## config.mk

```make
export PLATFORM = sky130hd
export DESIGN_NAME = rev_arith_unit
export DESIGN_NICKNAME = d
export VERILOG_FILES = /design/src/rtl/rev_arith_pkg.sv /design/src/rtl/rev_gates.sv /design/src/rtl/rev_operand_sel.sv /design/src/rtl/rev_full_adder.sv /design/src/rtl/rev_slice.sv /design/src/rtl/rev_arith_unit.sv
export SDC_FILE = /design/constraint.sdc
export NUM_CORES = 1
export LEC_CHECK = 0
export BUFFER_PORTS_ARGS = -buffer_cell sky130_fd_sc_hd__buf_2
export CORE_AREA = 2 2 39 41
export DETAILED_ROUTE_END_ITERATION = 10
export DIE_AREA = 0 0 41 43
export GPL_ROUTABILITY_DRIVEN = 0
export GPL_TIMING_DRIVEN = 1
export PLACE_DENSITY = 0.52
export SLEW_MARGIN = 25
export SYNTH_ARGS = -nofsm -noshare
export SYNTH_HDL_FRONTEND = slang
export SYNTH_SLANG_ARGS = --single-unit
```

## constraint.sdc

```tcl
create_clock -name vclk -period 9.1
set_clock_uncertainty 0.1 [all_clocks]
set_input_delay 1.365 -clock vclk [all_inputs]
set_output_delay 1.365 -clock vclk [all_outputs]
set_load 0.02 [all_outputs]
```

## src/rtl/rev_arith_pkg.sv

```systemverilog
// Package: shared types for the reversible arithmetic unit.
// Assumes: nothing; holds only type definitions.
package rev_arith_pkg;

    // Operand choice driven by the two mode bits.
    typedef enum logic [1:0] {
        MODE_ZERO   = 2'b00,
        MODE_B      = 2'b01,
        MODE_NOT_B  = 2'b10,
        MODE_ONES   = 2'b11
    } mode_e;

    // Which reversible full-adder structure each slice builds.
    typedef enum logic {
        ADDER_PERES_PAIR = 1'b0,
        ADDER_QUAD_GATE  = 1'b1
    } adder_kind_e;

    // Lines left over by the gates of one slice (garbage outputs).
    typedef struct packed {
        logic sel_parity;   // copy of mode[0]^mode[1] after the last swap
        logic sel_g0;       // unselected line of the first swap
        logic sel_g1;       // unselected line of the second swap
        logic add_g0;       // copy of the first addend bit
        logic add_g1;       // first addend XOR selected operand
    } slice_garbage_t;

endpackage

```

## src/rtl/rev_gates.sv

```systemverilog
// Module: rev_not_gate - 1x1 reversible inverter.
// Assumes: single-bit input, no state.
module rev_not_gate (
    input  logic a,
    output logic p
);
    // Invert the only line.
    always_comb p = ~a;
endmodule

// Module: rev_cnot_gate - 2x2 controlled-NOT; control passes, target XORed.
// Assumes: single-bit lines, no state.
module rev_cnot_gate (
    input  logic ctl,
    input  logic tgt,
    output logic ctl_o,
    output logic tgt_o
);
    // Pass the control and flip the target when the control is high.
    always_comb begin
        ctl_o = ctl;
        tgt_o = ctl ^ tgt;
    end
endmodule

// Module: rev_swap_gate - 3x3 controlled swap; the two data lines trade
// places when the control is 1.
// Assumes: single-bit lines, no state.
module rev_swap_gate (
    input  logic ctl,
    input  logic x,
    input  logic y,
    output logic ctl_o,
    output logic q,
    output logic r
);
    // Sum-of-products form of the conditional exchange.
    always_comb begin
        ctl_o = ctl;
        q     = (~ctl & x) | (ctl & y);
        r     = (ctl & x) | (~ctl & y);
    end
endmodule

// Module: rev_peres_gate - 3x3 gate: p=a, q=a^b, r=(a&b)^c.
// Assumes: single-bit lines, no state.
module rev_peres_gate (
    input  logic a,
    input  logic b,
    input  logic c,
    output logic p,
    output logic q,
    output logic r
);
    // Produce the copy, the parity and the AND-accumulated line.
    always_comb begin
        p = a;
        q = a ^ b;
        r = (a & b) ^ c;
    end
endmodule

// Module: rev_quad_gate - 4x4 gate: p=a, q=a^b, r=a^b^c,
// s=((a^b)&c)^(a&b)^d. With d=0, r is the sum and s the carry.
// Assumes: single-bit lines, no state.
module rev_quad_gate (
    input  logic a,
    input  logic b,
    input  logic c,
    input  logic d,
    output logic p,
    output logic q,
    output logic r,
    output logic s
);
    logic ab_x;

    // Shared parity of a and b feeds three outputs.
    always_comb ab_x = a ^ b;

    // Map the four inputs onto the four outputs.
    always_comb begin
        p = a;
        q = ab_x;
        r = ab_x ^ c;
        s = (ab_x & c) ^ (a & b) ^ d;
    end
endmodule

```

## src/rtl/rev_operand_sel.sv

```systemverilog
// Module: rev_operand_sel - picks the adder's second operand bit from b and
// the two mode bits using only reversible gates:
//   00 -> 0, 01 -> b, 10 -> ~b, 11 -> 1.
// A first swap controlled by mode[1] picks b or ~b. A CNOT forms the mode
// parity. A second swap controlled by that parity keeps the picked value
// (modes 01/10) or routes mode[0] as the constant (modes 00/11).
// Assumes: single-bit slice, no state.
module rev_operand_sel (
    input  logic       b,
    input  logic [1:0] mode,
    output logic       y,
    output logic       parity_o,
    output logic       g0,
    output logic       g1
);
    logic b_n;
    logic m1_copy;
    logic picked;
    logic m0_copy;
    logic parity;

    // Inverted copy of the operand bit.
    rev_not_gate u_inv (
        .a (b),
        .p (b_n)
    );

    // mode[1]=0 keeps b, mode[1]=1 takes ~b.
    rev_swap_gate u_swap_pol (
        .ctl   (mode[1]),
        .x     (b),
        .y     (b_n),
        .ctl_o (m1_copy),
        .q     (picked),
        .r     (g0)
    );

    // Parity of the mode bits, reusing the passed-through mode[1].
    rev_cnot_gate u_par (
        .ctl   (mode[0]),
        .tgt   (m1_copy),
        .ctl_o (m0_copy),
        .tgt_o (parity)
    );

    // Parity 0 selects the constant (mode[0]), parity 1 the picked value.
    rev_swap_gate u_swap_const (
        .ctl   (parity),
        .x     (m0_copy),
        .y     (picked),
        .ctl_o (parity_o),
        .q     (y),
        .r     (g1)
    );
endmodule

```

## src/rtl/rev_full_adder.sv

```systemverilog
// Module: rev_full_adder - one-bit reversible full adder with a single
// constant-zero line. ADDER picks two cascaded Peres gates or one
// four-line gate; both expose a copy of a and a^b as garbage.
// Assumes: single-bit slice, no state.
module rev_full_adder
    import rev_arith_pkg::*;
#(
    parameter adder_kind_e ADDER = ADDER_PERES_PAIR
) (
    input  logic a,
    input  logic b,
    input  logic ci,
    output logic s,
    output logic co,
    output logic g_a,
    output logic g_ab
);
    localparam logic CONST_ZERO = 1'b0;

    generate
        if (ADDER == ADDER_PERES_PAIR) begin : g_peres
            logic ab_x;
            logic ab_and;

            // First gate: copy of a, parity a^b, AND a&b on the zero line.
            rev_peres_gate u_first (
                .a (a),
                .b (b),
                .c (CONST_ZERO),
                .p (g_a),
                .q (ab_x),
                .r (ab_and)
            );

            // Second gate: sum on q, majority carry on r.
            rev_peres_gate u_second (
                .a (ab_x),
                .b (ci),
                .c (ab_and),
                .p (g_ab),
                .q (s),
                .r (co)
            );
        end else begin : g_quad
            // Single four-line gate with its fourth input tied to zero.
            rev_quad_gate u_quad (
                .a (a),
                .b (b),
                .c (ci),
                .d (CONST_ZERO),
                .p (g_a),
                .q (g_ab),
                .r (s),
                .s (co)
            );
        end
    endgenerate
endmodule

```

## src/rtl/rev_slice.sv

```systemverilog
// Module: rev_slice - one bit of the unit: operand selector followed by a
// reversible full adder; collects the slice's garbage lines.
// Assumes: carry arrives from the slice below, no state.
module rev_slice
    import rev_arith_pkg::*;
#(
    parameter adder_kind_e ADDER = ADDER_PERES_PAIR
) (
    input  logic           a,
    input  logic           b,
    input  logic [1:0]     mode,
    input  logic           ci,
    output logic           s,
    output logic           co,
    output slice_garbage_t garb
);
    logic opnd;
    logic par_l, sg0_l, sg1_l, ag0_l, ag1_l;

    // Second operand bit from b and the mode.
    rev_operand_sel u_sel (
        .b        (b),
        .mode     (mode),
        .y        (opnd),
        .parity_o (par_l),
        .g0       (sg0_l),
        .g1       (sg1_l)
    );

    // Add a, the chosen operand and the incoming carry.
    rev_full_adder #(.ADDER(ADDER)) u_fa (
        .a    (a),
        .b    (opnd),
        .ci   (ci),
        .s    (s),
        .co   (co),
        .g_a  (ag0_l),
        .g_ab (ag1_l)
    );

    // Bundle the leftover lines for observation.
    always_comb begin
        garb.sel_parity = par_l;
        garb.sel_g0     = sg0_l;
        garb.sel_g1     = sg1_l;
        garb.add_g0     = ag0_l;
        garb.add_g1     = ag1_l;
    end
endmodule

```

## src/rtl/rev_arith_unit.sv

```systemverilog
// Module: rev_arith_unit - W-bit combinational arithmetic unit made of
// reversible slices; carries ripple from bit 0 upward.
// Assumes: inputs are steady 2-state values; no clock or reset is used.
module rev_arith_unit
    import rev_arith_pkg::*;
#(
    parameter int          W     = 8,
    parameter adder_kind_e ADDER = ADDER_PERES_PAIR
) (
    input  logic [W-1:0] op_a,
    input  logic [W-1:0] op_b,
    input  logic [1:0]   mode,
    input  logic         carry_in,
    output logic [W-1:0] result,
    output logic         carry_out
);
    localparam int CHAIN_LEN = W + 1;

    logic [CHAIN_LEN-1:0]  carry;
    slice_garbage_t [W-1:0] garb;

    // Feed the external carry into the bottom of the chain.
    always_comb carry[0] = carry_in;

    generate
        for (genvar i = 0; i < W; i++) begin : g_bit
            rev_slice #(.ADDER(ADDER)) u_slice (
                .a    (op_a[i]),
                .b    (op_b[i]),
                .mode (mode),
                .ci   (carry[i]),
                .s    (result[i]),
                .co   (carry[i+1]),
                .garb (garb[i])
            );
        end
    endgenerate

    // Top of the chain leaves as the carry output.
    always_comb carry_out = carry[W];
endmodule

```

==> results.md, run 1 <==
- I/O Buffers: 28
- Final Total Pwr: ~0.038 mW
- Hold-fix buffers, CTS: 0
- Syn nets: 55
- Routed len/inst: 9.08 um
- Detailed Route WL: about 580 um
- Fin crit period: 6.63 ns
- Largest net degree at the start of global routing: 9
- CP Launch Type: input pin
- Pre-CTS WS: ~2.4 ns
- Max cap viols: 0
- Slew Limit Fails: 0
- Max_slew headroom: approximately 87%
- Post-CTS sizing: 0
- Post-route setup slack: approximately 2.5 ns
- Layout clock buffers: 0
- Fillcell total: between 150 and 200
- Initial antenna violation count: 0
- # diodes: 0
- Fmax: ~0.15 GHz
- Core Area: roughly 0.0014 sq mm
- Met3 Use GR: 0%
- Vias: ~260
- Unique masters post-synth: 5
- Cell chain of the critical path: buf_2 > mux2_2 > fa_1 > fa_1 > fa_1 > fa_1 > fa_1 > fa_1 > fa_1 > inv_1 > fa_1 > inv_1 > buf_2
- Setup bufs post-CTS: 0
- Pwr per Cell Area: around 90 mW/mm^2
- I/O Pins: 28
- Fin crit share: between 70% and 80%
- Final hold violation count: 0
- Drt initial violations: 0
- Crit Path Category: input pin to output port
- Final Non-Filler Cells: 64
- Seq/Total Area, Yosys: 0%
- Vias per cell: around 4.0
- Rows: 14
- Layout cell share with drive strength beyond 1: roughly 73%
- Max incr delay on CP: 0.40 ns
- Synth Instances: 28
- Avg Inst Size Synth: about 12 sq um
- Die H: around 43 um
- RSZ-0062 raised after global routing: false
- Area growth from synthesis to layout: 30.9%
- Critical path endpoint: result[7]
- Fin nets: 77
- Seq_cells: 0
- Area after DPL: around 420 sq um
- DP HPWL: 565 um
- Post-route ant nets: 0
- Vias in the first global route: 234
- First-pass GRT wire length: 855 um
- Commonest non-fill, non-tap cell in the layout: buf_2
- Commonest cells after routing, fill and taps aside: buf_2, fa_1, mux2_2
- Die ar.: approximately 0.0018 sq mm
- Worst hold path class: input pin to output port
- Critical Path Most Common Cell: fa_1
- CP Data Arrival Time: roughly 5.2 ns
- CP Data Required Time: around 7.6 ns
- Final Cell Area: between 400 and 500 sq um
- Critical path fanouts, max: 8
- Setup TNS Final: 0 ns
- Worst IR drop on VDD: approximately 28 uV
- Chip Width: about 41 um
- Met1 Track Usage GR: about a tenth
- Mapped Area: about 320 sq um
- Gr busiest metal: met2
- Storage cell area: 0 sq um
- Status: finished clean
- 1st-pass router iterations: 1
- Slew @ Worst Pin: approximately 0.19 ns
- Critical path startpoint: mode[0]
- Pleak: about 0.22 nW
- GRT overflow: 0
- Initial Util: 23.4%
- # setup viols final: 0
- DRC Markers: 0
- CP max-delay cell: fa_1
- Synthesis Warnings: 0
- Grt met2 use: roughly 11%
- CP Capture Type: output port
- Tot GR Track Use: under 10%
- Inst Count DP: 64
through the flow:
stage | util (%) | hold WS [ns]
2_1_floorplan | - | 2.89
3_3_place_gp | 30.7 | 3.02
3_5_place_dp | 30.7 | 3.03
4_1_cts | 30.7 | 3.03
5_1_grt | 30.7 | 3.05
6_report | 30.7 | 3.02
cell type report:
class	count	area, sq um	share of cell area [%]
multi-input cells	16	249	58.7
repair buffers	28	140	33.0
well taps	16	20.0	4.72
inverters	4	15.0	3.54
cell families (layout without fill, tap and decap cells):
kind of cell	count (synthesis)	in the layout	share of synthesized area (%)
buffers and inverters	12	32	23.2
multiplexers	8	8	27.4
adder cells (fa/ha/maj)	8	8	49.4
report_power, final:
part           switching (mW)  internal, mW  total, mW
clock                       0             0          0
sequential                  0             0          0
combinational          0.0227        0.0156     0.0384
synthesized netlist by cell type:
master,count,share of area (%)
fa_1,8,49
inv_1,4,4.6
buf_4,8,19
mux2_2,7,24
mux2i_1,1,3.1
routing by layer:
metal,up-vias,wire length (um)
met3,0,108
met5,-,0
met4,0,0
met2,24,255
met1,112,218
li1,121,-
how the worst min path moves through the flow:
stage / startpoint / end / slack (ns) / cells after the start
floorplan: carry_in / result[0] / 2.89 / 2
global placement: carry_in / result[0] / 3.02 / 3
detailed placement: op_a[5] / result[5] / 3.03 / 3
CTS: op_a[3] / result[3] / 3.03 / 3
global route: op_a[3] / result[3] / 3.05 / 3
finish: op_a[4] / result[4] / 3.02 / 3
critical path, delay by kind of cell:
family                   cells  cell delay, ns
multiplexers                 1            0.28
buffers and inverters        4            0.42
adder cells (fa/ha/maj)      8            3.11
(Power assumes the default switching activity.)
==> run 2: changes to the inputs <==
clock period = 6.3 ns   (was 9.1 ns; I/O delays follow)
==> run 2 against run 1 <==
  * Via count rose by 1.6%
  * Final area stayed put
  * Total power increased by 45%
==> results.md, run 2 (synthesis results as in run 1) <==
- CP max-delay cell: fa_1
- Post-route ant nets: 0
- Detailed Route WL: ~600 um
- Vias in the first global route: about 250
- Initial Util: a little under a quarter
- Fin nets: 77
- Largest net degree at the start of global routing: 9
- Delay-heaviest family, CP: adder cells
- Commonest cells after routing, fill and taps aside: buf_2, fa_1, mux2_2
- Cell chain of the critical path: buf_2 > mux2_2 > fa_1 > fa_1 > fa_1 > fa_1 > fa_1 > fa_1 > fa_1 > inv_1 > fa_1 > inv_1 > buf_2
- Setup TNS Final: 0 ns
- Fmax: between 0.15 and 0.2 GHz
- Status: finished clean
- # setup viols final: 0
- Rows: 14
- Stages on the worst setup path: 13
- Storage cell area: 0 sq um
- Critical path endpoint: result[7]
- 1st-pass router iterations: 1
- Pleak: around 0.22 nW
- # diodes: 0
- Area growth from synthesis to layout: 30.9%
- CP bufs+invs: 4
- I/O Pins: 28
- Final hold violation count: 0
- RSZ-0062 raised after global routing: false
- Hold path startpoint: op_a[1]
- Post-CTS sizing: 0
- Max incr delay on CP: roughly 0.40 ns
- Layout cell share with drive strength beyond 1: around 73%
- Routed len/inst: roughly 9 um
- CP Data Arrival Time: about 4.8 ns
- Drt initial violations: 0
- Hold-fix buffers, CTS: 0
- Max cap viols: 0
- Hold WS: roughly 2.2 ns
- Vias: 261
- Critical Path Most Common Cell: fa_1
- Slew @ Worst Pin: approximately 0.20 ns
- CP Data Required Time: roughly 5.3 ns
- Die ar.: 0.00176 sq mm
- Setup bufs post-CTS: 0
- Slew Limit Fails: 0
- Area after DPL: 424 sq um
- I/O Buffers: 28
- Fin crit share: roughly 92%
- Worst IR drop on VDD: approximately 34 uV
- Initial antenna violation count: 0
- Pwr per Cell Area: ~130 mW/mm^2
- DRC Markers: 0
- Max_slew headroom: 86.5%
- Fin crit period: roughly 5.8 ns
- CP Launch Type: input pin
- Final Cell Area: approximately 420 sq um
- CP Capture Type: output port
- Crit Path Category: input pin to output port
- GRT overflow: 0
- Chip Width: between 40 and 50 um
- Tot GR Track Use: under 10%
- Core Area: roughly 0.0014 sq mm
- Worst hold path class: input pin to output port
- First-pass GRT wire length: roughly 900 um
- Critical path startpoint: mode[0]
- Commonest non-fill, non-tap cell in the layout: buf_2
- Critical path fanouts, max: 8
- Seq_cells: 0
- Die H: ~43 um
- Vias per cell: about 4
- Layout clock buffers: 0
- DP HPWL: 570 um
[run 2: cell counts in the layout (fill, tap and decap cells not counted)]
No cell type changed its count.
[run 2: cell type report]
class,instances,area (sq um)
timing repair buffer,28,140
inverter,4,15.0
tap,16,20.0
fill,159,960
multi-input combinational,16,249
[run 2: layer usage]
metal / vias to the layer above / track usage, % / part of all wire (%)
li1: 121 / - / -
met1: 116 / 8.82 / 36
met2: 24 / 12.8 / 47
met3: 0 / 0.524 / 17
met4: 0 / 0 / 0
met5: - / 0 / 0
[run 2: power by group]
group          internal, mW  leakage [nW]  switching (mW)  total (mW)
registers                 0             0               0           0
clock network             0             0               0           0
logic                0.0227         0.223          0.0330      0.0556
[run 2: worst min-delay path by stage]
stage | slack [ns] | end | cells after the start
after global placement | 2.18 | result[0] | 3
final | 2.18 | result[1] | 3
after detailed placement | 2.18 | result[0] | 3
after floorplan | 2.05 | result[0] | 2
after CTS | 2.18 | result[0] | 3
after global routing | 2.21 | result[3] | 3
[run 2: through the flow]
stage / setup WS (ns) / util, % / power [mW] / cells
2_1_floorplan: 0.726 / - / 0.0516 / 28
3_3_place_gp: 0.483 / 30.7 / 0.0563 / 64
3_5_place_dp: 0.456 / 30.7 / 0.0569 / 64
4_1_cts: 0.453 / 30.7 / 0.0571 / 64
5_1_grt: 0.336 / 30.7 / 0.0624 / 64
6_report: 0.499 / 30.7 / 0.0556 / 64
==> run 3: changes to the inputs <==
PLACE_DENSITY = unset   (was 0.52)
clock period = 7.5 ns   (was 6.3 ns; I/O delays follow)
==> run 3 against run 2 <==
  * Combinational power is 16% lower
  * Final area is the same
  * Final cell count stayed put
  * First-iteration DRC count increased by 2
  * Highest routed layer unchanged
  * Sequential share of layout area stayed put
  * Worst hold slack better by 0.36 ns
  * Flip-flop and latch count unchanged
==> results.md, run 3 (synthesis results as in run 1) <==
- Worst hold path class: input pin to output port
- RSZ-0062 raised after global routing: false
- Detailed Route WL: between 500 and 600 um
- Fillcell total: about 160
- Post-CTS sizing: 0
- CP Data Required Time: between 6 and 7 ns
- Drt initial violations: 2
- Fin nets: 77
- Chip Width: 41 um
- Pwr per Cell Area: about 110 mW/mm^2
- Critical Path Most Common Cell: fa_1
- Pleak: 0.223 nW
- Final hold violation count: 0
- Final Cell Area: between 400 and 500 sq um
- Commonest cells after routing, fill and taps aside: buf_2, fa_1, mux2_2
- Initial antenna violation count: 0
- CP max-delay cell: fa_1
- Hold-fix buffers, CTS: 0
- First-pass GRT wire length: roughly 970 um
- DP HPWL: 554 um
- Storage cell area: 0 sq um
- Fin crit share: between 80% and 90%
- Layout cell share with drive strength beyond 1: between 70% and 80%
- # setup viols final: 0
- Core Area: around 0.0014 sq mm
- CP Data Arrival Time: 4.93 ns
- Area growth from synthesis to layout: 30.9%
- CP Capture Type: output port
- Setup TNS Final: 0 ns
- Final Non-Filler Cells: 64
- Post-route ant nets: 0
- I/O Pins: 28
- Vias per cell: roughly 3.9
- Initial Util: between 20% and 30%
- DRC Markers: 0
- Layout clock buffers: 0
- Max cap viols: 0
- I/O Buffers: 28
- GRT overflow: 0
- Fin crit period: approximately 6.2 ns
- 1st-pass router iterations: 2
- # diodes: 0
- Crit Path Category: input pin to output port
- CP bufs+invs: 4
- Max incr delay on CP: about 0.40 ns
- Layout Utilization: between 30% and 40%
- Slew @ Worst Pin: 0.199 ns
- Status: finished clean
- Inst Count DP: 64
- Vias: between 200 and 300
- Slew Limit Fails: 0
- Cell chain of the critical path: buf_2 > mux2_2 > fa_1 > fa_1 > fa_1 > fa_1 > fa_1 > fa_1 > fa_1 > inv_1 > fa_1 > inv_1 > buf_2
- Area after DPL: around 420 sq um
- Routed len/inst: between 9 and 10 um
- Setup bufs post-CTS: 0
- Delay-heaviest family, CP: adder cells
- Commonest non-fill, non-tap cell in the layout: buf_2
- Vias in the first global route: 260
- Max_slew headroom: a little under nine tenths
- Die H: 43 um
- Final Total Pwr: 0.0468 mW
- Critical path fanouts, max: 8
- Seq_cells: 0
- Rows: 14
- Worst IR drop on VDD: 35.6 uV
- Largest net degree at the start of global routing: 9
- Fmax: ~0.16 GHz
- Tot GR Track Use: approximately 7.6%
- Die ar.: between 0.0015 and 0.002 sq mm
- CP Launch Type: input pin
## run 3: cell counts in the layout (fill, tap and decap cells not counted)
Identical to the previous run, type by type.
## run 3: worst paths after layout
check | from | endpoint | slack, ns | depth (start not counted)
worst max-delay path | mode[0] | result[7] | 1.35 | 13
worst min-delay path | carry_in | result[0] | 2.54 | 3
## run 3: area by class of cell
| class | instances | area (sq um) | share of cell area, % |
|---|---|---|---|
| multi-input cells | 16 | 249 | 58.7 |
| inverters | 4 | 15.0 | 3.54 |
| well taps | 16 | 20.0 | 4.72 |
| repair buffers | 28 | 140 | 33.0 |
## run 3: per-layer routing
layer  vias to the layer above  track usage [%]  wire (um)
met3                         0                0         76
met4                         0                0          0
met5                         -                0          0
li1                        121                -          -
met2                        15             15.3        298
met1                       115             8.52        203
## run 3: metrics by stage
stage               setup WS, ns  hold slack (ns)
global route                1.21             2.57
global placement            1.37             2.54
finish                      1.35             2.54
CTS                         1.31             2.55
detailed placement          1.32             2.55
floorplan                   1.57             2.41
## run 3: where the power goes
group | internal [mW] | total (mW) | switching (mW)
Sequential | 0 | 0 | 0
Combinational | 0.0191 | 0.0468 | 0.0277
Clock | 0 | 0 | 0
Total | 0.0191 | 0.0468 | 0.0277
